File: config.mk
export PLATFORM = sky130hd
export DESIGN_NAME = tx_delay_aligner
export DESIGN_NICKNAME = d
export VERILOG_FILES = /design/src/rtl/tda_pkg.sv /design/src/rtl/tda_offset_sel.sv /design/src/rtl/tda_lag_counter.sv /design/src/rtl/tda_bit_timer.sv /design/src/rtl/tx_delay_aligner.sv
export SDC_FILE = /design/constraint.sdc
export NUM_CORES = 1
export LEC_CHECK = 0
export BUFFER_PORTS_ARGS = -buffer_cell sky130_fd_sc_hd__buf_2
export CAP_MARGIN = 20
export CORE_ASPECT_RATIO = 0.7
export CORE_MARGIN = 10
export CORE_UTILIZATION = 30
export DETAILED_ROUTE_END_ITERATION = 8
export PLACE_DENSITY = 0.52
export RECOVER_POWER = 100
export SLEW_MARGIN = 20
export SYNTH_ARGS = -nofsm -noshare
export SYNTH_HDL_FRONTEND = slang
export SYNTH_HIERARCHICAL = 1
export SYNTH_SLANG_ARGS = --single-unit
File: constraint.sdc
create_clock -name clk -period 1.4 [get_ports clk]
set_input_delay 0.28 -clock clk [delete_from_list [all_inputs] [get_ports clk]]
set_output_delay 0.28 -clock clk [all_outputs]
set_load 0.005 [all_outputs]
File: src/rtl/tda_pkg.sv
// Package: shared timing defaults for the transmit delay aligner.
// Assumes an oscillator of 40 periods per line bit (7.68 MHz, 192 kbit/s).
package tda_pkg;
    localparam int unsigned DEF_BIT_OSC   = 40; // oscillator periods per line bit
    localparam int unsigned DEF_LEAD_BITS = 2;  // whole line bits of transmit lag
    localparam int unsigned DEF_GUARD_OSC = 7;  // periods removed from the lag
    localparam int unsigned DEF_COMP_OSC  = 2;  // extra periods removed when compensating

    // Nominal lag in oscillator periods.
    function automatic int unsigned lag_nominal(int unsigned bit_osc,
                                                int unsigned lead_bits,
                                                int unsigned guard_osc);
        return bit_osc * lead_bits - guard_osc;
    endfunction
endpackage

File: src/rtl/tda_offset_sel.sv
// Module: picks the transmit lag in oscillator periods from the compensation
// input. Purely combinational. Assumes the nominal lag minus the
// compensation is at least 2, so the countdown always has a whole cycle.
module tda_offset_sel #(
    parameter int unsigned BIT_OSC   = tda_pkg::DEF_BIT_OSC,
    parameter int unsigned LEAD_BITS = tda_pkg::DEF_LEAD_BITS,
    parameter int unsigned GUARD_OSC = tda_pkg::DEF_GUARD_OSC,
    parameter int unsigned COMP_OSC  = tda_pkg::DEF_COMP_OSC,
    parameter int unsigned CNT_W     = 7
) (
    input  logic             comp_en,
    output logic [CNT_W-1:0] lag_o
);
    localparam int unsigned LAG_NOM   = tda_pkg::lag_nominal(BIT_OSC, LEAD_BITS, GUARD_OSC);
    localparam int unsigned LAG_SHORT = LAG_NOM - COMP_OSC;
    localparam logic [CNT_W-1:0] NOM_V   = CNT_W'(LAG_NOM);
    localparam logic [CNT_W-1:0] SHORT_V = CNT_W'(LAG_SHORT);

    generate
        if (COMP_OSC == 0) begin : g_fixed
            // Selection: no compensation configured, lag is fixed.
            assign lag_o = NOM_V;
        end else begin : g_select
            // Selection: shortened lag when compensation is requested.
            always_comb lag_o = comp_en ? SHORT_V : NOM_V;
        end
    endgenerate
endmodule

File: src/rtl/tda_lag_counter.sv
// Module: counts the selected lag down from each received frame start and
// raises a one-cycle frame strobe when it expires. A new frame start always
// reloads the count, even one that arrives while a count is pending.
// Assumes lag_i >= 2 and that lag_i is meaningful only while rx_sof is high.
module tda_lag_counter #(
    parameter int unsigned CNT_W = 7
) (
    input  logic             clk,
    input  logic             rst_n,
    input  logic             rx_sof,
    input  logic [CNT_W-1:0] lag_i,
    output logic             fire_now,
    output logic             fire_o
);
    logic [CNT_W-1:0] cnt;
    logic             armed;

    // Expiry: the edge that raises the strobe (a frame start wins over it).
    always_comb fire_now = armed && !rx_sof && (cnt == CNT_W'(1));

    // Countdown: load on frame start, count down while armed, fire at expiry.
    always_ff @(posedge clk) begin
        if (!rst_n) begin
            cnt    <= '0;
            armed  <= 1'b0;
            fire_o <= 1'b0;
        end else begin
            fire_o <= fire_now;
            if (rx_sof) begin
                cnt   <= lag_i;
                armed <= 1'b1;
            end else if (armed) begin
                cnt <= cnt - CNT_W'(1);
                if (cnt == CNT_W'(1)) armed <= 1'b0;
            end
        end
    end

    // Checker state: edges since the last frame start and the lag latched then.
    localparam int unsigned SW = CNT_W + 1;
    logic [SW-1:0]    since_sof;
    logic [CNT_W-1:0] lat_lag;
    logic             seen_sof;

    // Checker bookkeeping: saturating edge count since the last frame start.
    always_ff @(posedge clk) begin
        if (!rst_n) begin
            since_sof <= '0;
            lat_lag   <= '0;
            seen_sof  <= 1'b0;
        end else if (rx_sof) begin
            since_sof <= '0;
            lat_lag   <= lag_i;
            seen_sof  <= 1'b1;
        end else if (since_sof != {SW{1'b1}}) begin
            since_sof <= since_sof + SW'(1);
        end
    end

    p_lag_match_r2: assert property (@(posedge clk) disable iff (!rst_n)
        fire_o |-> (since_sof == {1'b0, lat_lag}))
        else $error("frame strobe off its latched lag");

    p_single_pulse_r5: assert property (@(posedge clk) disable iff (!rst_n)
        fire_o |=> !fire_o)
        else $error("frame strobe wider than one cycle");

    p_needs_sof_r1: assert property (@(posedge clk) disable iff (!rst_n)
        fire_o |-> seen_sof)
        else $error("frame strobe without a prior frame start");
endmodule

File: src/rtl/tda_bit_timer.sv
// Module: produces a bit strobe on the transmit frame start and then every
// BIT_OSC cycles. A frame start restarts the phase. The timer stays idle
// until the first frame start after reset.
module tda_bit_timer #(
    parameter int unsigned BIT_OSC = tda_pkg::DEF_BIT_OSC
) (
    input  logic clk,
    input  logic rst_n,
    input  logic start_i,
    output logic bit_o
);
    localparam int unsigned BW = $clog2(BIT_OSC);
    localparam logic [BW-1:0] RELOAD = BW'(BIT_OSC - 1);

    logic [BW-1:0] cnt;
    logic          running;

    // Bit pacing: restart on frame start, otherwise count periods to the next bit.
    always_ff @(posedge clk) begin
        if (!rst_n) begin
            cnt     <= '0;
            running <= 1'b0;
            bit_o   <= 1'b0;
        end else if (start_i) begin
            cnt     <= RELOAD;
            running <= 1'b1;
            bit_o   <= 1'b1;
        end else if (running && cnt == '0) begin
            cnt   <= RELOAD;
            bit_o <= 1'b1;
        end else begin
            bit_o <= 1'b0;
            if (running) cnt <= cnt - BW'(1);
        end
    end

    // Checker state: cycles since the last bit strobe, and a restart flag.
    localparam int unsigned GW = $clog2(BIT_OSC + 1) + 1;
    logic [GW-1:0] gap;
    logic          restart_q;

    // Checker bookkeeping: gap between strobes, saturating.
    always_ff @(posedge clk) begin
        if (!rst_n) begin
            gap       <= '0;
            restart_q <= 1'b0;
        end else begin
            restart_q <= start_i;
            if (bit_o) gap <= GW'(1);
            else if (gap != {GW{1'b1}}) gap <= gap + GW'(1);
        end
    end

    p_bit_spacing_r7: assert property (@(posedge clk) disable iff (!rst_n)
        (bit_o && !restart_q) |-> (gap == GW'(BIT_OSC)))
        else $error("bit strobe spacing wrong");

    p_phase_restart_r8: assert property (@(posedge clk) disable iff (!rst_n)
        restart_q |-> bit_o)
        else $error("bit phase not restarted at frame start");
endmodule

File: src/rtl/tx_delay_aligner.sv
// Module: top of the transmit delay aligner. Places the transmit frame start
// at a programmable lag after each received frame start, and paces transmit
// bits from it. Assumes rx_frame_start is a one-cycle pulse in the clk domain.
module tx_delay_aligner #(
    parameter int unsigned BIT_OSC   = tda_pkg::DEF_BIT_OSC,
    parameter int unsigned LEAD_BITS = tda_pkg::DEF_LEAD_BITS,
    parameter int unsigned GUARD_OSC = tda_pkg::DEF_GUARD_OSC,
    parameter int unsigned COMP_OSC  = tda_pkg::DEF_COMP_OSC
) (
    input  logic clk,
    input  logic rst_n,
    input  logic rx_frame_start,
    input  logic comp_en,
    output logic tx_frame_strobe,
    output logic tx_bit_strobe
);
    localparam int unsigned CNT_W = $clog2(BIT_OSC * LEAD_BITS + 1);

    logic [CNT_W-1:0] lag_sel;
    logic             fire_now;

    tda_offset_sel #(
        .BIT_OSC(BIT_OSC), .LEAD_BITS(LEAD_BITS),
        .GUARD_OSC(GUARD_OSC), .COMP_OSC(COMP_OSC), .CNT_W(CNT_W)
    ) u_sel (
        .comp_en (comp_en),
        .lag_o   (lag_sel)
    );

    tda_lag_counter #(.CNT_W(CNT_W)) u_lag (
        .clk      (clk),
        .rst_n    (rst_n),
        .rx_sof   (rx_frame_start),
        .lag_i    (lag_sel),
        .fire_now (fire_now),
        .fire_o   (tx_frame_strobe)
    );

    tda_bit_timer #(.BIT_OSC(BIT_OSC)) u_bit (
        .clk     (clk),
        .rst_n   (rst_n),
        .start_i (fire_now),
        .bit_o   (tx_bit_strobe)
    );

    p_bit_on_frame_r7: assert property (@(posedge clk) disable iff (!rst_n)
        tx_frame_strobe |-> tx_bit_strobe)
        else $error("frame strobe without bit strobe");
endmodule

==> flow_summary.json, run 1 <==
{
  "status": "finished with violations",
  "failed_checks": "negative setup slack",
  "clock_latency_ns": 0.25,
  "worst_hold_slack_ns": 0.303,
  "die_area_um2": 5600,
  "final.min_clock_period_ns": 1.40,
  "ant_nets": 0,
  "first_iter_violations": 28,
  "drc_errors": 0,
  "post-place-cells": 141,
  "whs_path_depth": 3,
  "ioPinCount": 6,
  "drv_slew": 0,
  "hp-start": "comp_en",
  "critPathMaxFanout": 3,
  "fin_nets": 122,
  "multi_input_area_um2": 536,
  "fin_skew_ns": 0.00267,
  "arrival_ns": 1.58,
  "worst_slack_ns": -0.00198,
  "cts_buffers": 3,
  "syn_area_per_cell_um2": 9.31,
  "yosysSeqAreaShare_pct": 38.1,
  "synth.distinct_cells": 37,
  "row_count": 16,
  "ff2ff_setup_slack_ns": -0.002,
  "finalCritPeriodShare_pct": 100,
  "final-hold-violation-count": 0,
  "h-tree-depth": 1,
  "r2r_cells": 3,
  "setup_viol": 1,
  "n_fill_cell": 275,
  "layout.cells.most_common": "dfxtp_1",
  "syn-cell-area_um2": 893,
  "fp.coreArea_um2": 2820,
  "clock_sinks": 17,
  "portBuffers": 5,
  "grt_remaining_overflow": 0,
  "final_util_pct": 40.0,
  "seq_area_um2": 348,
  "grt_pass1_wl_mm": 2.90,
  "yosysWarnings": 6,
  "grt_pass1_vias": 611,
  "final_area_um2": 1130,
  "dpl_cell_area_um2": 995,
  "hpwl_mm": 1.23,
  "drt-pass1-iter-count": 4,
  "rsz0062_at_grt": "yes",
  "cts_buffer_depth": 2,
  "crit_type": "reg2reg",
  "ys_ff_latch": 17,
  "num_antenna_cells": 0,
  "cp-end-kind": "flip-flop",
  "num_vias": 674,
  "final_cell_mix": "dfxtp_1, buf_4, inv_1",
  "start_util_pct": 31.6,
  "regToRegStartpoint": "u_lag/cnt[3]",
  "fmax_mhz": 713,
  "start_kind": "flip-flop",
  "clk_pin_slew_ns": 0.07,
  "fin_cells": 149,
  "crit_required_ns": 1.58,
  "wl_per_cell_um": 12.2,
  "maxCapViolations": 0,
  "worst_r2r_endpoint": "u_lag/cnt[6]",
  "netlist_instances": 96,
  "antenna_found_initial": 0,
  "cts_tree": "built",
  "track_usage_pct": 6.50,
  "via_per_inst": 4.52,
  "p_leak_nw": 0.467,
  "p_per_area_nw_per_um2": 969,
  "wirelength_mm": 1.82,
  "fp.dieW_um": 85.2,
  "grt_max_degree": 15,
  "whs_endpoint": "u_lag/cnt[1]",
  "hold_path_class": "in2reg",
  "syn2layout_area_growth_pct": 26.3,
  "post_route_cells_drive_above_1_share_pct": 35.4,
  "vdd_drop_max_mv": 0.464,
  "die_y_um": 65.7,
  "gp_congestion": 0.780,
  "root_buffer": "clkbuf_8"
}
==> metrics by stage <==
step,power [mW],setup WS (ns),setup TNS [ns]
after floorplan,0.645,0.0164,0
after global placement,0.691,-0.0245,-0.0599
after detailed placement,0.691,-0.0525,-0.0745
after CTS,1.08,0.00464,0
after global routing,1.15,-0.00795,-0.0152
final,1.09,-0.00198,-0.00198
==> area by class of cell <==
class,count,share of cell area (%)
Clock buffer,4,3.99
Inverter,9,2.99
Multi-Input combinational cell,65,47.5
Sequential cell,17,30.8
Tap cell,36,3.99
Timing Repair Buffer,18,10.8
==> how the worst max path moves through the flow <==
stage                            start            to  slack [ns]  cells after the start
after global routing      u_lag/cnt[4]  u_lag/cnt[6]      -0.008                      3
after global placement    u_lag/cnt[3]  u_lag/cnt[6]       -0.02                      3
final                     u_lag/cnt[3]  u_lag/cnt[6]      -0.002                      3
after floorplan           u_lag/cnt[3]  u_lag/cnt[6]        0.02                      3
after CTS                 u_lag/cnt[1]  u_lag/cnt[4]       0.005                      5
after detailed placement  u_lag/cnt[3]  u_lag/cnt[6]       -0.05                      3
==> Yosys cell counts <==
| master | count | share of area (%) |
|---|---|---|
| or4_2 | 1 | 0.98 |
| a31oi_1 | 3 | 2.1 |
| clkbuf_1 | 1 | 0.42 |
| xnor2_1 | 2 | 2.0 |
| nand3_1 | 1 | 0.56 |
| mux2i_1 | 1 | 1.1 |
| nor2_1 | 5 | 2.1 |
| or3_1 | 1 | 0.70 |
| nor3_1 | 2 | 1.1 |
| nand2_1 | 5 | 2.1 |
| a21oi_1 | 2 | 1.1 |
| or4_1 | 1 | 0.84 |
| a31oi_2 | 1 | 1.4 |
| a21o_1 | 1 | 0.84 |
| xor2_1 | 5 | 4.9 |
| nand4b_1 | 1 | 0.98 |
| nor4b_1 | 1 | 0.98 |
| o31ai_1 | 2 | 1.7 |
| and4bb_2 | 1 | 1.4 |
| a21boi_0 | 1 | 0.84 |
| inv_1 | 9 | 3.8 |
| nor4_1 | 1 | 0.70 |
| nor4b_2 | 1 | 1.7 |
| o311a_1 | 1 | 1.1 |
| nor2b_1 | 1 | 0.70 |
| o221a_2 | 1 | 1.3 |
| dfxtp_1 | 17 | 38 |
| o211ai_1 | 1 | 0.84 |
| o21ai_0 | 4 | 2.2 |
| and3_1 | 2 | 1.4 |
| a21boi_1 | 3 | 2.5 |
| ha_1 | 4 | 5.6 |
| a211oi_1 | 1 | 0.84 |
| conb_1 | 2 | 0.84 |
| buf_4 | 6 | 5.0 |
| o21a_1 | 3 | 2.5 |
| nor4b_4 | 1 | 2.7 |
==> where the power goes <==
part / internal [mW] / total, mW / switching [mW]
Clock: 0.202 / 0.368 / 0.166
Combinational: 0.0968 / 0.186 / 0.0889
Sequential: 0.510 / 0.541 / 0.0302
Total: 0.809 / 1.09 / 0.285
==> per-layer routing <==
metal | global-route usage (%) | share of wire (%) | up-vias
li1 | - | - | 364
met1 | 8.04 | 52 | 300
met2 | 9.33 | 43 | 8
met3 | 3.33 | 4.1 | 2
met4 | 2.46 | 0.93 | 0
met5 | 0 | 0 | -
==> worst max-delay path, cell delays in order, from the launching register on <==
cell and delay [ns]:
dfxtp_2 0.34, or3_4 0.39, or4_4 0.43, a31oi_1 0.18
==> kinds of logic (layout without fill, tap and decap cells) <==
kind of cell               after synthesis  count (layout)  share of synthesized area, %
AOI/OAI and AO/OA                       24              24                          19.3
xor gates and xnor gates                 7               7                          6.86
adders and majority gates                4               4                          5.60
buffers and inverters                   16              31                          9.24
DFF                                     17              17                          38.1
muxes                                    1               1                          1.12
other                                    2               4                         0.841
and+or+nand+nor                         25              25                          18.9
==> state kept, by name, summed over array words and instances, names as in the netlist <==
| name | count |
|---|---|
| u_lag/cnt | 7 |
| u_bit/cnt | 6 |
| u_bit/bit_o | 1 |
| u_bit/running | 1 |
| u_lag/armed | 1 |
| u_lag/fire_o | 1 |
==> what timing repair did <==
| item | CTS | global route |
|---|---|---|
| hold buffers | 0 | 0 |
| pin swaps | 5 | 4 |
| resized for setup | 8 | 11 |
| endpoints found under the setup margin | 4 | 11 |
| setup buffers | 2 | 2 |
(Power assumes the default switching activity.)
==> run 2, diff against run 1 <==
- PLACE_DENSITY: 0.52 -> 0.5
- clock period: 1.4 -> 1.42 ns (I/O delays scaled with it)
==> flow_summary.json, run 2 (synthesis results as in run 1) <==
{
  "status": "finished, final reports clean",
  "grt_max_degree": 12,
  "layout.cells.most_common": "dfxtp_1",
  "final.min_clock_period_ns": 1.37,
  "fin_cells": 150,
  "arrival_ns": 1.55,
  "cp-end-kind": "flip-flop",
  "clock_latency_ns": 0.25,
  "h-tree-depth": 1,
  "ant_nets": 0,
  "regToRegStartpoint": "u_lag/cnt[3]",
  "start_util_pct": 31.6,
  "fmax_mhz": 728,
  "largest_register_ffs": 7,
  "num_antenna_cells": 0,
  "hold_path_class": "in2reg",
  "n_fill_cell": 285,
  "cts_buffers": 3,
  "clock_sinks": 17,
  "cp_cell_sequence": "or3_4, or4_1, a31oi_1",
  "total_power_mw": 1.06,
  "post_route_cells_drive_above_1_share_pct": 29.8,
  "maxCapViolations": 0,
  "post-place-cells": 144,
  "r2r_cells": 3,
  "hp-start": "comp_en",
  "drc_errors": 0,
  "start_kind": "flip-flop",
  "crit_required_ns": 1.60,
  "final-hold-violation-count": 0,
  "setup_tns_ns": 0,
  "worst_hold_slack_ns": 0.310,
  "critPathMaxFanout": 4,
  "final_cell_mix": "dfxtp_1, buf_4, inv_1",
  "setup_viol": 0,
  "critPathMaxStageDelay_ns": 0.40,
  "cp_slowest_cell": "or4_1",
  "antenna_found_initial": 0,
  "fp.coreArea_um2": 2820,
  "syn2layout_area_growth_pct": 23.7,
  "cts_buffer_depth": 2,
  "portBuffers": 5,
  "drt-pass1-iter-count": 4,
  "row_count": 16,
  "fp.dieW_um": 85.2,
  "cts_tree": "built",
  "ctsHoldBuffers": 0,
  "reg_top3": "u_lag/cnt: 7 flops, u_bit/cnt: 6 flops",
  "whs_path_depth": 3,
  "p_leak_nw": 0.458,
  "grt_pass1_wl_mm": 3.04,
  "die_y_um": 65.7,
  "wirelength_mm": 1.80,
  "via_per_inst": 4.73,
  "crit_type": "reg2reg",
  "top_register": "u_lag/cnt",
  "finalCritPeriodShare_pct": 96.7,
  "first_iter_violations": 42,
  "fin_skew_ns": 0.00352,
  "ioPinCount": 6,
  "whs_endpoint": "u_lag/cnt[1]",
  "p_per_area_nw_per_um2": 958,
  "fin_nets": 123,
  "ff2ff_setup_slack_ns": 0.05,
  "root_buffer": "clkbuf_8",
  "wl_per_cell_um": 12.0,
  "clk_pin_slew_ns": 0.06,
  "dpl_cell_area_um2": 1020,
  "grt_pass1_vias": 660,
  "vdd_drop_max_mv": 0.298,
  "drv_slew": 0,
  "hpwl_mm": 1.31,
  "track_usage_pct": 6.83,
  "worst_r2r_endpoint": "u_lag/cnt[6]",
  "final_area_um2": 1100,
  "die_area_um2": 5600,
  "num_vias": 709,
  "gp_congestion": 0.757,
  "rsz0062_at_grt": "no",
  "grt_remaining_overflow": 0
}
[run 2: cell types whose count changed in the layout (fill, tap and decap cells not counted), moves of 2 or more]
cell      change
a21boi_0      -3
a21boi_1      +3
clkbuf_1      +3
buf_4         -2
[run 2: report_power, final]
group	internal [mW]	leakage [nW]	switching [mW]	total, mW
Clock	0.199	0.0228	0.154	0.353
Sequential	0.504	0.141	0.0283	0.532
Combinational	0.0895	0.295	0.0840	0.173
[run 2: how the worst max path moves through the flow]
stage | endpoint | cells past startpoint | slack, ns | startpoint
after floorplan | u_lag/cnt[6] | 3 | 0.04 | u_lag/cnt[3]
after CTS | u_lag/cnt[4] | 5 | -0.0009 | u_lag/cnt[0]
after global routing | u_lag/cnt[6] | 5 | 0.01 | u_lag/cnt[1]
after detailed placement | u_lag/cnt[6] | 3 | -0.03 | u_lag/cnt[3]
final | u_lag/cnt[6] | 3 | 0.05 | u_lag/cnt[3]
after global placement | u_lag/cnt[5] | 4 | 0.01 | u_lag/cnt[1]
[run 2: final cells by class]
cell class | instances | area, um^2 | share of cell area, %
multi-input combinational | 65 | 518 | 46.9
inverter | 9 | 33.8 | 3.06
sequential | 17 | 349 | 31.6
timing repair buffer | 19 | 114 | 10.3
tap | 36 | 45.0 | 4.08
clock buffer | 4 | 45.0 | 4.08
[run 2: routing by layer]
metal | vias up | global-route usage, % | part of all wire [%]
li1 | 369 | - | -
met1 | 325 | 8.53 | 51
met2 | 11 | 9.51 | 42
met3 | 4 | 3.08 | 4.7
met4 | 0 | 3.69 | 2.1
met5 | - | 0 | 0
[run 2: per-stage QoR]
step           util, %  setup WS, ns
4_1_cts           38.3     -0.000911
3_5_place_dp      36.0       -0.0265
6_report          39.1        0.0471
2_1_floorplan        -        0.0364
5_1_grt           39.1       0.00994
3_3_place_gp      36.0       0.00972
[run 2: critical path: cells and delay by family, from the launching register on]
family	cells	cell delay [ns]
flip-flops	1	0.34
AND/OR/NAND/NOR	2	0.78
AO/OA/AOI/OAI	1	0.19
[run 2: what timing repair did]
action,in CTS,in global routing
buffers inserted,1,1
endpoints found under the setup margin,2,9
gates resized for setup,5,10
pin swaps,3,2
endpoints found under the hold margin,0,0
